<file path="config.mk">
export PLATFORM = sky130hd
export DESIGN_NAME = rtc_calendar
export DESIGN_NICKNAME = d
export VERILOG_FILES = /design/src/rtl/rtc_cal_pkg.sv /design/src/rtl/rtc_cal_advance.sv /design/src/rtl/rtc_cal_seq.sv /design/src/rtl/rtc_cal_ram.sv /design/src/rtl/rtc_calendar.sv
export SDC_FILE = /design/constraint.sdc
export NUM_CORES = 1
export LEC_CHECK = 0
export ABC_AREA = 1
export BUFFER_PORTS_ARGS = -buffer_cell sky130_fd_sc_hd__buf_2
export CORE_MARGIN = 2
export CORE_UTILIZATION = 45
export CTS_CLUSTER_DIAMETER = 40
export CTS_CLUSTER_SIZE = 30
export DETAILED_ROUTE_END_ITERATION = 6
export GPL_ROUTABILITY_DRIVEN = 0
export HOLD_SLACK_MARGIN = 0.1
export PLACE_DENSITY = 0.66
export SKIP_CTS_REPAIR_TIMING = 1
export SLEW_MARGIN = 20
export SYNTH_ARGS = -nofsm -noshare
export SYNTH_HDL_FRONTEND = slang
export SYNTH_SLANG_ARGS = --single-unit
</file>
<file path="constraint.sdc">
create_clock -name clk -period 3.55 [get_ports clk]
set_input_delay 0.71 -clock clk [delete_from_list [all_inputs] [get_ports clk]]
set_output_delay 0.71 -clock clk [all_outputs]
set_load 0.01 [all_outputs]
</file>
<file path="src/rtl/rtc_cal_pkg.sv">
package rtc_cal_pkg;

   typedef struct packed {
      logic [7:0] sec;
      logic [7:0] min;
      logic [7:0] hour;
      logic [7:0] wday;
      logic [7:0] mday;
      logic [7:0] mon;
      logic [7:0] year;
      logic [7:0] cent;
   } cal_t;

   localparam int unsigned FLAG_BIT = 7;

   function automatic logic [6:0] bcd_val(input logic [7:0] b);
      return {3'd0, b[7:4]} * 7'd10 + {3'd0, b[3:0]};
   endfunction

   function automatic logic [7:0] bcd_step(input logic [7:0] b);
      if (b[3:0] >= 4'd9) return {b[7:4] + 4'd1, 4'd0};
      return {b[7:4], b[3:0] + 4'd1};
   endfunction

   function automatic logic leap_year(input logic [7:0] yy, input logic [7:0] cc);
      logic [6:0] y;
      logic [6:0] c;
      y = bcd_val(yy);
      c = bcd_val(cc);
      if (y[1:0] != 2'd0) return 1'b0;
      if (y != 7'd0)      return 1'b1;
      return (c[1:0] == 2'd0);
   endfunction

   function automatic logic [7:0] month_len(input logic [7:0] mm, input logic lp);
      case (mm)
         8'h02:                      return lp ? 8'h29 : 8'h28;
         8'h04, 8'h06, 8'h09, 8'h11: return 8'h30;
         default:                    return 8'h31;
      endcase
   endfunction

   function automatic logic [7:0] field_get(input cal_t c, input logic [2:0] idx);
      case (idx)
         3'd0:    return c.sec;
         3'd1:    return c.min;
         3'd2:    return c.hour;
         3'd3:    return c.wday;
         3'd4:    return c.mday;
         3'd5:    return c.mon;
         3'd6:    return c.year;
         default: return c.cent;
      endcase
   endfunction

   function automatic cal_t field_put(input cal_t c, input logic [2:0] idx,
                                      input logic [7:0] v);
      cal_t r;
      r = c;
      case (idx)
         3'd0:    r.sec  = v;
         3'd1:    r.min  = v;
         3'd2:    r.hour = v;
         3'd3:    r.wday = v;
         3'd4:    r.mday = v;
         3'd5:    r.mon  = v;
         3'd6:    r.year = v;
         default: r.cent = v;
      endcase
      return r;
   endfunction

endpackage

</file>
<file path="src/rtl/rtc_cal_advance.sv">
module rtc_cal_advance
   import rtc_cal_pkg::*;
#(
   parameter logic [7:0] WDAY_LAST = 8'h07
) (
   input  cal_t cur,
   output cal_t nxt
);
   localparam int unsigned TOD_N = 3;
   localparam logic [7:0] TOD_MAX [TOD_N] = '{8'h59, 8'h59, 8'h23};

   logic [7:0]     tod_cur [TOD_N];
   logic [7:0]     tod_nxt [TOD_N];
   logic [TOD_N:0] carry;
   logic           lp;
   logic [7:0]     mlen;
   logic           d_wrap;
   logic           m_wrap;
   logic           y_wrap;

   assign tod_cur[0] = cur.sec;
   assign tod_cur[1] = cur.min;
   assign tod_cur[2] = cur.hour;
   assign carry[0]   = 1'b1;

   for (genvar i = 0; i < TOD_N; i++) begin : g_tod
      assign carry[i+1] = carry[i] && (tod_cur[i] >= TOD_MAX[i]);
      assign tod_nxt[i] = !carry[i]   ? tod_cur[i] :
                          carry[i+1]  ? 8'h00 : bcd_step(tod_cur[i]);
   end

   assign lp     = leap_year(cur.year, cur.cent);
   assign mlen   = month_len(cur.mon, lp);
   assign d_wrap = carry[TOD_N] && (cur.mday >= mlen);
   assign m_wrap = d_wrap && (cur.mon >= 8'h12);
   assign y_wrap = m_wrap && (cur.year >= 8'h99);

   always_comb begin
      nxt      = cur;
      nxt.sec  = tod_nxt[0];
      nxt.min  = tod_nxt[1];
      nxt.hour = tod_nxt[2];
      if (carry[TOD_N]) begin
         nxt.wday = (cur.wday >= WDAY_LAST) ? 8'h01 : cur.wday + 8'h01;
         nxt.mday = d_wrap ? 8'h01 : bcd_step(cur.mday);
      end
      if (d_wrap) nxt.mon  = m_wrap ? 8'h01 : bcd_step(cur.mon);
      if (m_wrap) nxt.year = y_wrap ? 8'h00 : bcd_step(cur.year);
      if (y_wrap) nxt.cent = (cur.cent >= 8'h99) ? 8'h00 : bcd_step(cur.cent);
   end
endmodule

</file>
<file path="src/rtl/rtc_cal_seq.sv">
module rtc_cal_seq #(
   parameter int unsigned LEAD_CYC = 4
) (
   input  logic clk,
   input  logic rst_n,
   input  logic tick,
   input  logic hold,
   output logic uip,
   output logic xfer,
   output logic done
);
   localparam int unsigned CW = $clog2(LEAD_CYC + 1);

   if (LEAD_CYC < 1) begin : g_bad_lead
      $error("rtc_cal_seq: LEAD_CYC must be at least 1");
   end

   logic [CW-1:0] cnt_q;

   always_ff @(posedge clk) begin
      if (!rst_n) begin
         cnt_q <= '0;
         done  <= 1'b0;
      end else begin
         done <= 1'b0;
         if (tick) begin
            cnt_q <= CW'(LEAD_CYC);
         end else if (cnt_q != '0) begin
            cnt_q <= cnt_q - CW'(1);
            if (cnt_q == CW'(1)) done <= 1'b1;
         end
      end
   end

   assign uip  = (cnt_q != '0);
   assign xfer = !tick && (cnt_q == CW'(1)) && !hold;


   uip_rise_chk: assert property (@(posedge clk) disable iff (!rst_n)
      $rose(uip) |-> $past(tick));

   done_end_chk: assert property (@(posedge clk) disable iff (!rst_n)
      done |-> (!uip && $past(uip)));

   done_single_chk: assert property (@(posedge clk) disable iff (!rst_n)
      done |=> !done);
endmodule

</file>
<file path="src/rtl/rtc_cal_ram.sv">
module rtc_cal_ram #(
   parameter int unsigned DEPTH = 8,
   parameter int unsigned IW    = 3
) (
   input  logic          clk,
   input  logic          rst_n,
   input  logic          we,
   input  logic [IW-1:0] idx,
   input  logic [7:0]    wdata,
   output logic [7:0]    rdata
);
   if (DEPTH > (1 << IW)) begin : g_bad_iw
      $error("rtc_cal_ram: IW too narrow for DEPTH");
   end

   logic [7:0] mem_q [DEPTH];

   always_ff @(posedge clk) begin
      if (!rst_n) begin
         for (int i = 0; i < int'(DEPTH); i++) mem_q[i] <= 8'h00;
      end else if (we) begin
         mem_q[idx] <= wdata;
      end
   end

   assign rdata = mem_q[idx];


   ram_keep_chk: assert property (@(posedge clk) disable iff (!rst_n)
      we |=> (rdata == $past(wdata) || idx != $past(idx)));
endmodule

</file>
<file path="src/rtl/rtc_calendar.sv">
module rtc_calendar
   import rtc_cal_pkg::*;
#(
   parameter int unsigned ADDR_W    = 5,
   parameter int unsigned LEAD_CYC  = 4,
   parameter int unsigned RAM_BASE  = 16,
   parameter int unsigned RAM_DEPTH = 8,
   parameter logic [7:0]  CENT_INIT = 8'h20
) (
   input  logic              clk,
   input  logic              rst_n,
   input  logic              tick_1hz,
   input  logic              bus_wr,
   input  logic [ADDR_W-1:0] bus_addr,
   input  logic [7:0]        bus_wdata,
   output logic [7:0]        bus_rdata,
   output logic              upd_done
);
   localparam int unsigned RAM_IW = (RAM_DEPTH > 1) ? $clog2(RAM_DEPTH) : 1;
   localparam logic [ADDR_W-1:0] A_STAT = ADDR_W'(8);
   localparam logic [ADDR_W-1:0] A_CTRL = ADDR_W'(9);
   localparam logic [ADDR_W-1:0] RAM_LO = ADDR_W'(RAM_BASE);
   localparam logic [ADDR_W-1:0] RAM_HI = ADDR_W'(RAM_BASE + RAM_DEPTH - 1);
   localparam cal_t CAL_INIT = '{sec: 8'h00, min: 8'h00, hour: 8'h00, wday: 8'h01,
                                 mday: 8'h01, mon: 8'h01, year: 8'h00, cent: CENT_INIT};

   if (ADDR_W < 4) begin : g_bad_aw
      $error("rtc_calendar: ADDR_W must be at least 4");
   end
   if (RAM_DEPTH == 1) begin : g_bad_depth
      $error("rtc_calendar: RAM_DEPTH must be 0 or at least 2");
   end
   if (RAM_DEPTH != 0 && (RAM_BASE < 10 || RAM_BASE + RAM_DEPTH > (1 << ADDR_W))) begin : g_bad_base
      $error("rtc_calendar: RAM window overlaps registers or exceeds address space");
   end

   cal_t t_q, u_q, t_nxt;
   logic set_q, dirty_q, pend_q;
   logic uip, xfer, load;
   logic is_time, is_ram, time_wr, ctrl_wr;
   logic [7:0] ram_rdata;

   assign is_time = (bus_addr[ADDR_W-1:3] == '0);
   assign is_ram  = (RAM_DEPTH != 0) && (bus_addr >= RAM_LO) && (bus_addr <= RAM_HI);
   assign time_wr = bus_wr && is_time && set_q;
   assign ctrl_wr = bus_wr && (bus_addr == A_CTRL);
   assign load    = tick_1hz && pend_q && !set_q;

   rtc_cal_advance u_adv (
      .cur (t_q),
      .nxt (t_nxt)
   );

   rtc_cal_seq #(.LEAD_CYC(LEAD_CYC)) u_seq (
      .clk   (clk),
      .rst_n (rst_n),
      .tick  (tick_1hz),
      .hold  (set_q),
      .uip   (uip),
      .xfer  (xfer),
      .done  (upd_done)
   );

   if (RAM_DEPTH != 0) begin : g_ram
      rtc_cal_ram #(.DEPTH(RAM_DEPTH), .IW(RAM_IW)) u_ram (
         .clk   (clk),
         .rst_n (rst_n),
         .we    (bus_wr && is_ram),
         .idx   (RAM_IW'(bus_addr - RAM_LO)),
         .wdata (bus_wdata),
         .rdata (ram_rdata)
      );
   end else begin : g_no_ram
      assign ram_rdata = 8'h00;
   end

   always_ff @(posedge clk) begin
      if (!rst_n) begin
         t_q     <= CAL_INIT;
         u_q     <= CAL_INIT;
         set_q   <= 1'b0;
         dirty_q <= 1'b0;
         pend_q  <= 1'b0;
      end else begin
         if (tick_1hz) t_q <= load ? u_q : t_nxt;
         if (load)     pend_q <= 1'b0;
         if (xfer)     u_q <= t_q;
         if (time_wr) begin
            u_q     <= field_put(u_q, bus_addr[2:0], bus_wdata);
            dirty_q <= 1'b1;
         end
         if (ctrl_wr) begin
            set_q <= bus_wdata[FLAG_BIT];
            if (set_q && !bus_wdata[FLAG_BIT]) begin
               pend_q  <= dirty_q;
               dirty_q <= 1'b0;
            end
         end
      end
   end

   always_comb begin
      bus_rdata = 8'h00;
      if (is_time)                 bus_rdata = field_get(u_q, bus_addr[2:0]);
      else if (bus_addr == A_STAT) bus_rdata = {uip, 7'd0};
      else if (bus_addr == A_CTRL) bus_rdata = {set_q, 7'd0};
      else if (is_ram)             bus_rdata = ram_rdata;
   end


   tick_adv_chk: assert property (@(posedge clk) disable iff (!rst_n)
      (tick_1hz && !load) |=> (t_q != $past(t_q)));

   frozen_chk: assert property (@(posedge clk) disable iff (!rst_n)
      (set_q && !time_wr) |=> (u_q == $past(u_q)));

   idle_chk: assert property (@(posedge clk) disable iff (!rst_n)
      (!set_q && !xfer) |=> (u_q == $past(u_q)));

   load_chk: assert property (@(posedge clk) disable iff (!rst_n)
      load |=> (t_q == $past(u_q)));

   cent_chk: assert property (@(posedge clk) disable iff (!rst_n)
      (tick_1hz && !load && t_q.year == 8'h99 && t_q.mon == 8'h12 && t_q.mday == 8'h31
       && t_q.hour == 8'h23 && t_q.min == 8'h59 && t_q.sec == 8'h59)
      |=> (t_q.year == 8'h00 && t_q.cent != $past(t_q.cent)));
endmodule

</file>
==> results of run 1 <==
==> report_power, final <==
group	internal [mW]	leakage, nW	total, mW	switching, mW
Sequential	2.42	1.70	2.47	0.0495
Clock	1.01	0.313	2.13	1.13
Combinational	0.0927	2.89	0.323	0.231
Total	3.53	4.90	4.93	1.41
==> tightest hold or removal path, delay by kind of cell, from the launching register on <==
kind	cells	cell delay, ns
AOI/OAI and AO/OA	1	0.05
DFF	1	0.33
and+or+nand+nor	1	0.06
==> per-stage QoR <==
step	setup slack, ns	cells	utilization	power (mW)	hold WS, ns
3_5_place_dp	-0.0200	1693	0.476	2.84	0.473
4_1_cts	-0.0424	1725	0.504	4.93	0.485
3_3_place_gp	0.0674	1693	0.476	2.83	0.465
6_report	0.0546	1730	0.510	4.93	0.486
5_1_grt	-0.0859	1730	0.510	5.07	0.502
2_1_floorplan	0.304	1370	-	2.71	0.440
==> cell usage in the layout (no fill, tap or decap), types with 5 or more instances in the layout <==
master     instances
nand2_1          258
nor2_1           168
inv_1            145
o21ai_0          141
dfxtp_1          133
a21oi_1           78
edfxtp_1          64
a31oi_1           50
ha_1              46
nand3_1           43
o22ai_1           43
buf_4             27
buf_2             25
clkbuf_16         17
nand4_1           16
inv_2             15
o21ai_1           15
xor2_1            13
xnor2_1           10
a221oi_1           9
inv_12             8
nor2_2             6
a211oi_1           6
nor2_4             5
o221ai_1           5
==> flip-flops by register name, indices dropped and copies added, names as in the netlist <==
signal,flops
g_ram.u_ram.mem_q,64
t_q,64
u_q,64
u_seq.cnt_q,3
dirty_q,1
pend_q,1
set_q,1
u_seq.done,1
==> cells by family (layout without fill, tap and decap cells) <==
family	after synthesis	after routing	synth area share
compound gates	372	372	0.202
xor+xnor	23	23	0.0190
fa+ha+maj	51	51	0.0618
buf+inv	209	249	0.0775
flops	199	199	0.437
simple gates	516	517	0.202
==> routing by layer <==
| metal | global-route usage | share of wire | vias up | wire length, um |
|---|---|---|---|---|
| met4 | 0.0887 | 0.023 | 0 | 738 |
| li1 | - | - | 4715 | - |
| met2 | 0.428 | 0.47 | 424 | 15100 |
| met3 | 0.0394 | 0.077 | 53 | 2480 |
| met1 | 0.361 | 0.43 | 4670 | 14000 |
| met5 | 0 | 0 | - | 0 |
==> layout make-up <==
type | count | area [um2] | area share
Clock inverter | 15 | 224 | 0.0189
Timing Repair Buffer | 53 | 339 | 0.0286
Sequential cell | 199 | 4630 | 0.390
Clock buffer | 17 | 425 | 0.0359
Tap cell | 319 | 399 | 0.0337
Multi-Input combinational cell | 963 | 5230 | 0.441
Inverter | 164 | 618 | 0.0521
==> path summary, 6_finish.rpt <==
check            end  slack [ns]  depth (start not counted)
max           t_q[5]        0.05                         20
min          t_q[47]        0.49                          2
max reg2reg   t_q[5]        0.05                         20
min reg2reg  t_q[47]        0.49                          2
==> cells in the mapped netlist (all sizes together), types with 2 or more instances <==
master / instances
ha: 49
nand4: 16
and3: 2
o21ai: 163
a31oi: 50
fa: 2
buf: 16
edfxtp: 64
a21oi: 79
nand3b: 2
a211oi: 6
inv: 161
nand3: 46
a22oi: 4
o22ai: 43
a221oi: 9
xnor2: 10
nor3: 6
clkinv: 3
nand2: 265
dfxtp: 135
clkbuf: 29
o2111ai: 3
o31ai: 2
nor2: 178
xor2: 13
o221ai: 5
o211ai: 4
==> reports/metrics.cfg, run 1 <==
[route]
vias = 9862
wl_per_cell_um = 18.7
drt-initial-drc-count = 1069
ant_nets = 0
drt_first_pass_iters = 5
drcViolationCount = 0
via_per_inst = 5.70
routed_wl_um = 32300

[synthesis]
synth_warnings = 0
yosysUniqueCellTypes = 49
synthCells = 1370
ys.flop_type = dfxtp_1
synth_top_area_frac = 0.256
synth_top_cell_by_area = dfxtp_1
ys_top_cells_by_area = dfxtp_1 26%, edfxtp_1 18%, nand2_1 9.3%
seq_area_frac_synth = 0.437
avgSynthCellArea_um2 = 7.72
synth_edf_count = 64
syn_nets = 1438
synth_area_um2 = 10600
async_reset_ff_frac = 0
synth_seq_cells = 199

[timing]
relSlewSlack = 0.297
tightest_slew_ns = 1.05
post-route-min-period_ns = 3.50
fmax_mhz = 286
clock_skew_ns = 0.0112
finalCritPeriodShare = 0.985
hold_viol = 0
fin_setup_tns_ns = 0
rsz0062_at_grt = true
final_max_slew_viol_count = 0
setup_violations = 0

[finish]
drive_gt1_frac = 0.0978
final_nets = 1466
antenna_cells = 0
final.fill_count = 2260
syn2layout_area_growth_pct = 12.1
final_cell_area_um2 = 11900

[floorplan]
die_area_um2 = 24700
core_um2 = 23300
start_util = 0.455
num_rows = 56
ios = 26
die_w_um = 157
fp.dieH_um = 157

[global_route]
gr-total-overflow = 0
grt_max_degree = 107
track_usage = 0.264
antenna_found_initial = 0
grt_pass1_vias = 9068
grt_pass1_wl_um = 50200

[pwr]
power_density_nw_per_um2 = 416
ir_worst_vdd_v = 0.000293
p_leak_nw = 4.90

[placement]
hpwl_um = 21900
placed_area_um2 = 11100
port_buffers = 25

[critical_path]
startpoint_type = register
rr_startpoint = t_q[13]
cp_max_fo = 5
path_class = reg2reg
crit_top_cell = inv_2
required_ns = 3.85
crit_arrival_ns = 3.80
critPathTopFamily = adder cells
crit_buf_inv = 4
critPathMaxStageDelay_ns = 0.51
crit_chain = ha_4, ha_4, inv_2, fa_1, inv_2, o31ai_2, o2111ai_1, o21ai_1, o21ai_1, ha_1, inv_2, nand3_2, a21oi_2, o21ai_2, nand4_1, buf_6, nor2_4, nand2_1, nand2_1, nand3_1
critical-path-slowest-cell = fa_1
endpoint_kind = register
worstSetupStartpoint = t_q[13]

[clock_tree]
cts.sinks = 199
clk_latency_ns = 0.46
cts_tree = yes
path_clk_slew_ns = 0.08
clockBufferDepth = 2
numCtsBuffers = 17
htree_levels = 4
cts-root-buf = clkbuf_16

[hold_path]
min-delay-start = t_q[47]
hold_class = reg2reg

[status]
status = complete, no violations

[flow_run]
drv_cap = 0

No activity file was read; power rests on OpenSTA's default activity.
==> run 2, diff against run 1 <==
- CORE_MARGIN: 2 -> unset
- CORE_UTILIZATION: 45 -> 50
- PLACE_DENSITY: 0.66 -> 0.71
==> run 2 against run 1 <==
  * First-iteration DRC count grew 2.9%
  * Worst hold slack got worse by 0.0041 ns
  * Sequential cell count stayed put
  * Critical path type unchanged
==> reports/metrics.cfg, run 2 (same netlist as run 1, synthesis figures left out) <==
[hold_path]
hold_class = reg2reg
hold_depth = 2  ; unchanged

[pwr]
p_clk_frac = 0.431  ; -0.002
intPower_mw = 3.52  ; -0.12%
p_seq_frac = 0.503  ; +0.002
p_sw_mw = 1.39  ; -0.96%
p_leak_nw = 4.92  ; +0.41%
ir_worst_vdd_v = 0.000364  ; +24%
power_density_nw_per_um2 = 415  ; -0.13%
p_total_mw = 4.91  ; -0.36%
comb_power_share = 0.066  ; about the same
netSwitchingFraction = 0.283  ; -0.00174

[placement]
port_buffers = 25  ; unchanged
hpwl_um = 22200  ; +0.98%
dp_slack_ns = -0.129  ; -0.109 ns
placed_area_um2 = 11000  ; -0.62%

[floorplan]
die_area_um2 = 21700  ; -12%
num_rows = 52  ; -7.1%
ios = 26  ; unchanged
start_util = 0.516  ; +0.0614
die_w_um = 147  ; -6.3%
core_um2 = 20500  ; -12%
fp.dieH_um = 147  ; -6.3%

[critical_path]
endpoint_kind = register
crit_arrival_ns = 3.87  ; +0.07 ns
cp_max_fo = 5  ; unchanged
critical-path-slowest-cell = fa_1
crit_buf_inv = 4  ; unchanged
cp.depth = 20  ; unchanged
path_class = reg2reg
required_ns = 3.87  ; +0.02 ns
critPathMaxStageDelay_ns = 0.51  ; about the same
crit_chain = ha_4, ha_4, inv_2, fa_1, inv_2, o31ai_2, o2111ai_1, o21ai_1, o21ai_1, ha_1, inv_1, nand3_2, a21oi_2, o21ai_2, nand4_1, buf_6, nor2_4, nand2_1, nand2_1, nand3_1
startpoint_type = register
ff2ff_path_depth = 20  ; unchanged
critPathTopFamily = adder cells

[timing]
hold_ws_ns = 0.482  ; -0.00409 ns
tightest_slew_ns = 1.11  ; +0.0545 ns
relSlewSlack = 0.260  ; -0.0374
clock_skew_ns = 0.0158  ; +0.00462 ns
setup_violations = 0  ; unchanged
post-route-min-period_ns = 3.55  ; +0.0520 ns
rsz0062_at_grt = true
fmax_mhz = 282  ; -1.5%
final_max_slew_viol_count = 0  ; unchanged
setup_ws_ns = 0.00261  ; -0.0520 ns
hold_viol = 0  ; unchanged
finalCritPeriodShare = 0.999  ; +0.0146

[finish]
utilization = 0.577  ; +0.0675
reg_top3 = g_ram.u_ram.mem_q: 64 flops, t_q: 64 flops, u_q: 64 flops
drive_gt1_frac = 0.101  ; +0.00369
final_cell_mix = 256 x nand2_1, 164 x nor2_1, 146 x inv_1, 142 x o21ai_0, 133 x dfxtp_1
final_cell_area_um2 = 11800  ; -0.23%
antenna_cells = 0  ; unchanged
layout_commonest_cell = nand2_1
syn2layout_area_growth_pct = 11.9
final_nets = 1464  ; -0.14%

[route]
ant_nets = 0  ; unchanged
vias = 9895  ; +0.33%
drt-initial-drc-count = 1100  ; +2.9%
wl_per_cell_um = 18.8  ; +0.81%
drcViolationCount = 0  ; unchanged
routed_wl_um = 31600  ; -2.2%
drt_first_pass_iters = 7  ; +2
via_per_inst = 5.89  ; +3.4%

[status]
status = complete, no violations

[global_route]
antenna_found_initial = 0  ; unchanged
gr-total-overflow = 0  ; unchanged
grt_pass1_vias = 9029  ; -0.43%
grt_pass1_wl_um = 49000  ; -2.3%
track_usage = 0.294  ; +0.0307
grt_max_degree = 69  ; -36%

[clock_tree]
clockBufferDepth = 2  ; unchanged
path_clk_slew_ns = 0.09  ; about the same
clk_latency_ns = 0.46  ; about the same
htree_levels = 4  ; unchanged
cts_tree = yes
numCtsBuffers = 17  ; unchanged
cts-root-buf = clkbuf_16
cts.sinks = 199  ; unchanged

[flow_run]
drv_cap = 0  ; unchanged

-- run 2: final cells by class --
type	instances	area (um2)
fillers	1875	8660
multi-input cells	963	5260
flip-flops and latches	199	4630
inverters	164	621
clock buffers	17	425
well taps	270	338
repair buffers	51	328
clock inverters	15	228
-- run 2: per-layer routing --
layer / GRT usage / share of wire
met1: 0.391 / 0.42
met4: 0.156 / 0.049
met2: 0.462 / 0.46
met5: 0 / 0
met3: 0.0485 / 0.074
-- run 2: path summary, 6_finish.rpt --
path | start | end | slack [ns]
hold reg to reg | t_q[47] | t_q[47] | 0.48
setup / recovery | t_q[13] | t_q[5] | 0.003
hold / removal | t_q[47] | t_q[47] | 0.48
setup reg to reg | t_q[13] | t_q[5] | 0.003
-- run 2: power groups by stage --
stage	registers [mW]	logic, mW	clock network [mW]
after detailed placement	2.52	0.314	0
final	2.47	0.324	2.12
after floorplan	2.50	0.209	0
after global placement	2.52	0.309	0
after global routing	2.48	0.350	2.21
after CTS	2.47	0.315	2.11
-- run 2: through the flow --
stage	std cells	setup TNS [ns]
3_5_place_dp	1643	-1.92
6_report	1679	0
2_1_floorplan	1370	0
4_1_cts	1675	-3.35
5_1_grt	1679	-4.58
3_3_place_gp	1643	0
-- run 2: worst reg2reg max path, cell delays in order, from the launching register on --
cell and delay [ns]:
dfxtp_2 0.34, ha_4 0.27, ha_4 0.12, inv_2 0.03
fa_1 0.51, inv_2 0.04, o31ai_2 0.25, o2111ai_1 0.15
o21ai_1 0.19, o21ai_1 0.09, ha_1 0.31, inv_1 0.05
nand3_2 0.07, a21oi_2 0.05, o21ai_2 0.21, nand4_1 0.20
buf_6 0.19, nor2_4 0.14, nand2_1 0.07, nand2_1 0.06
nand3_1 0.06
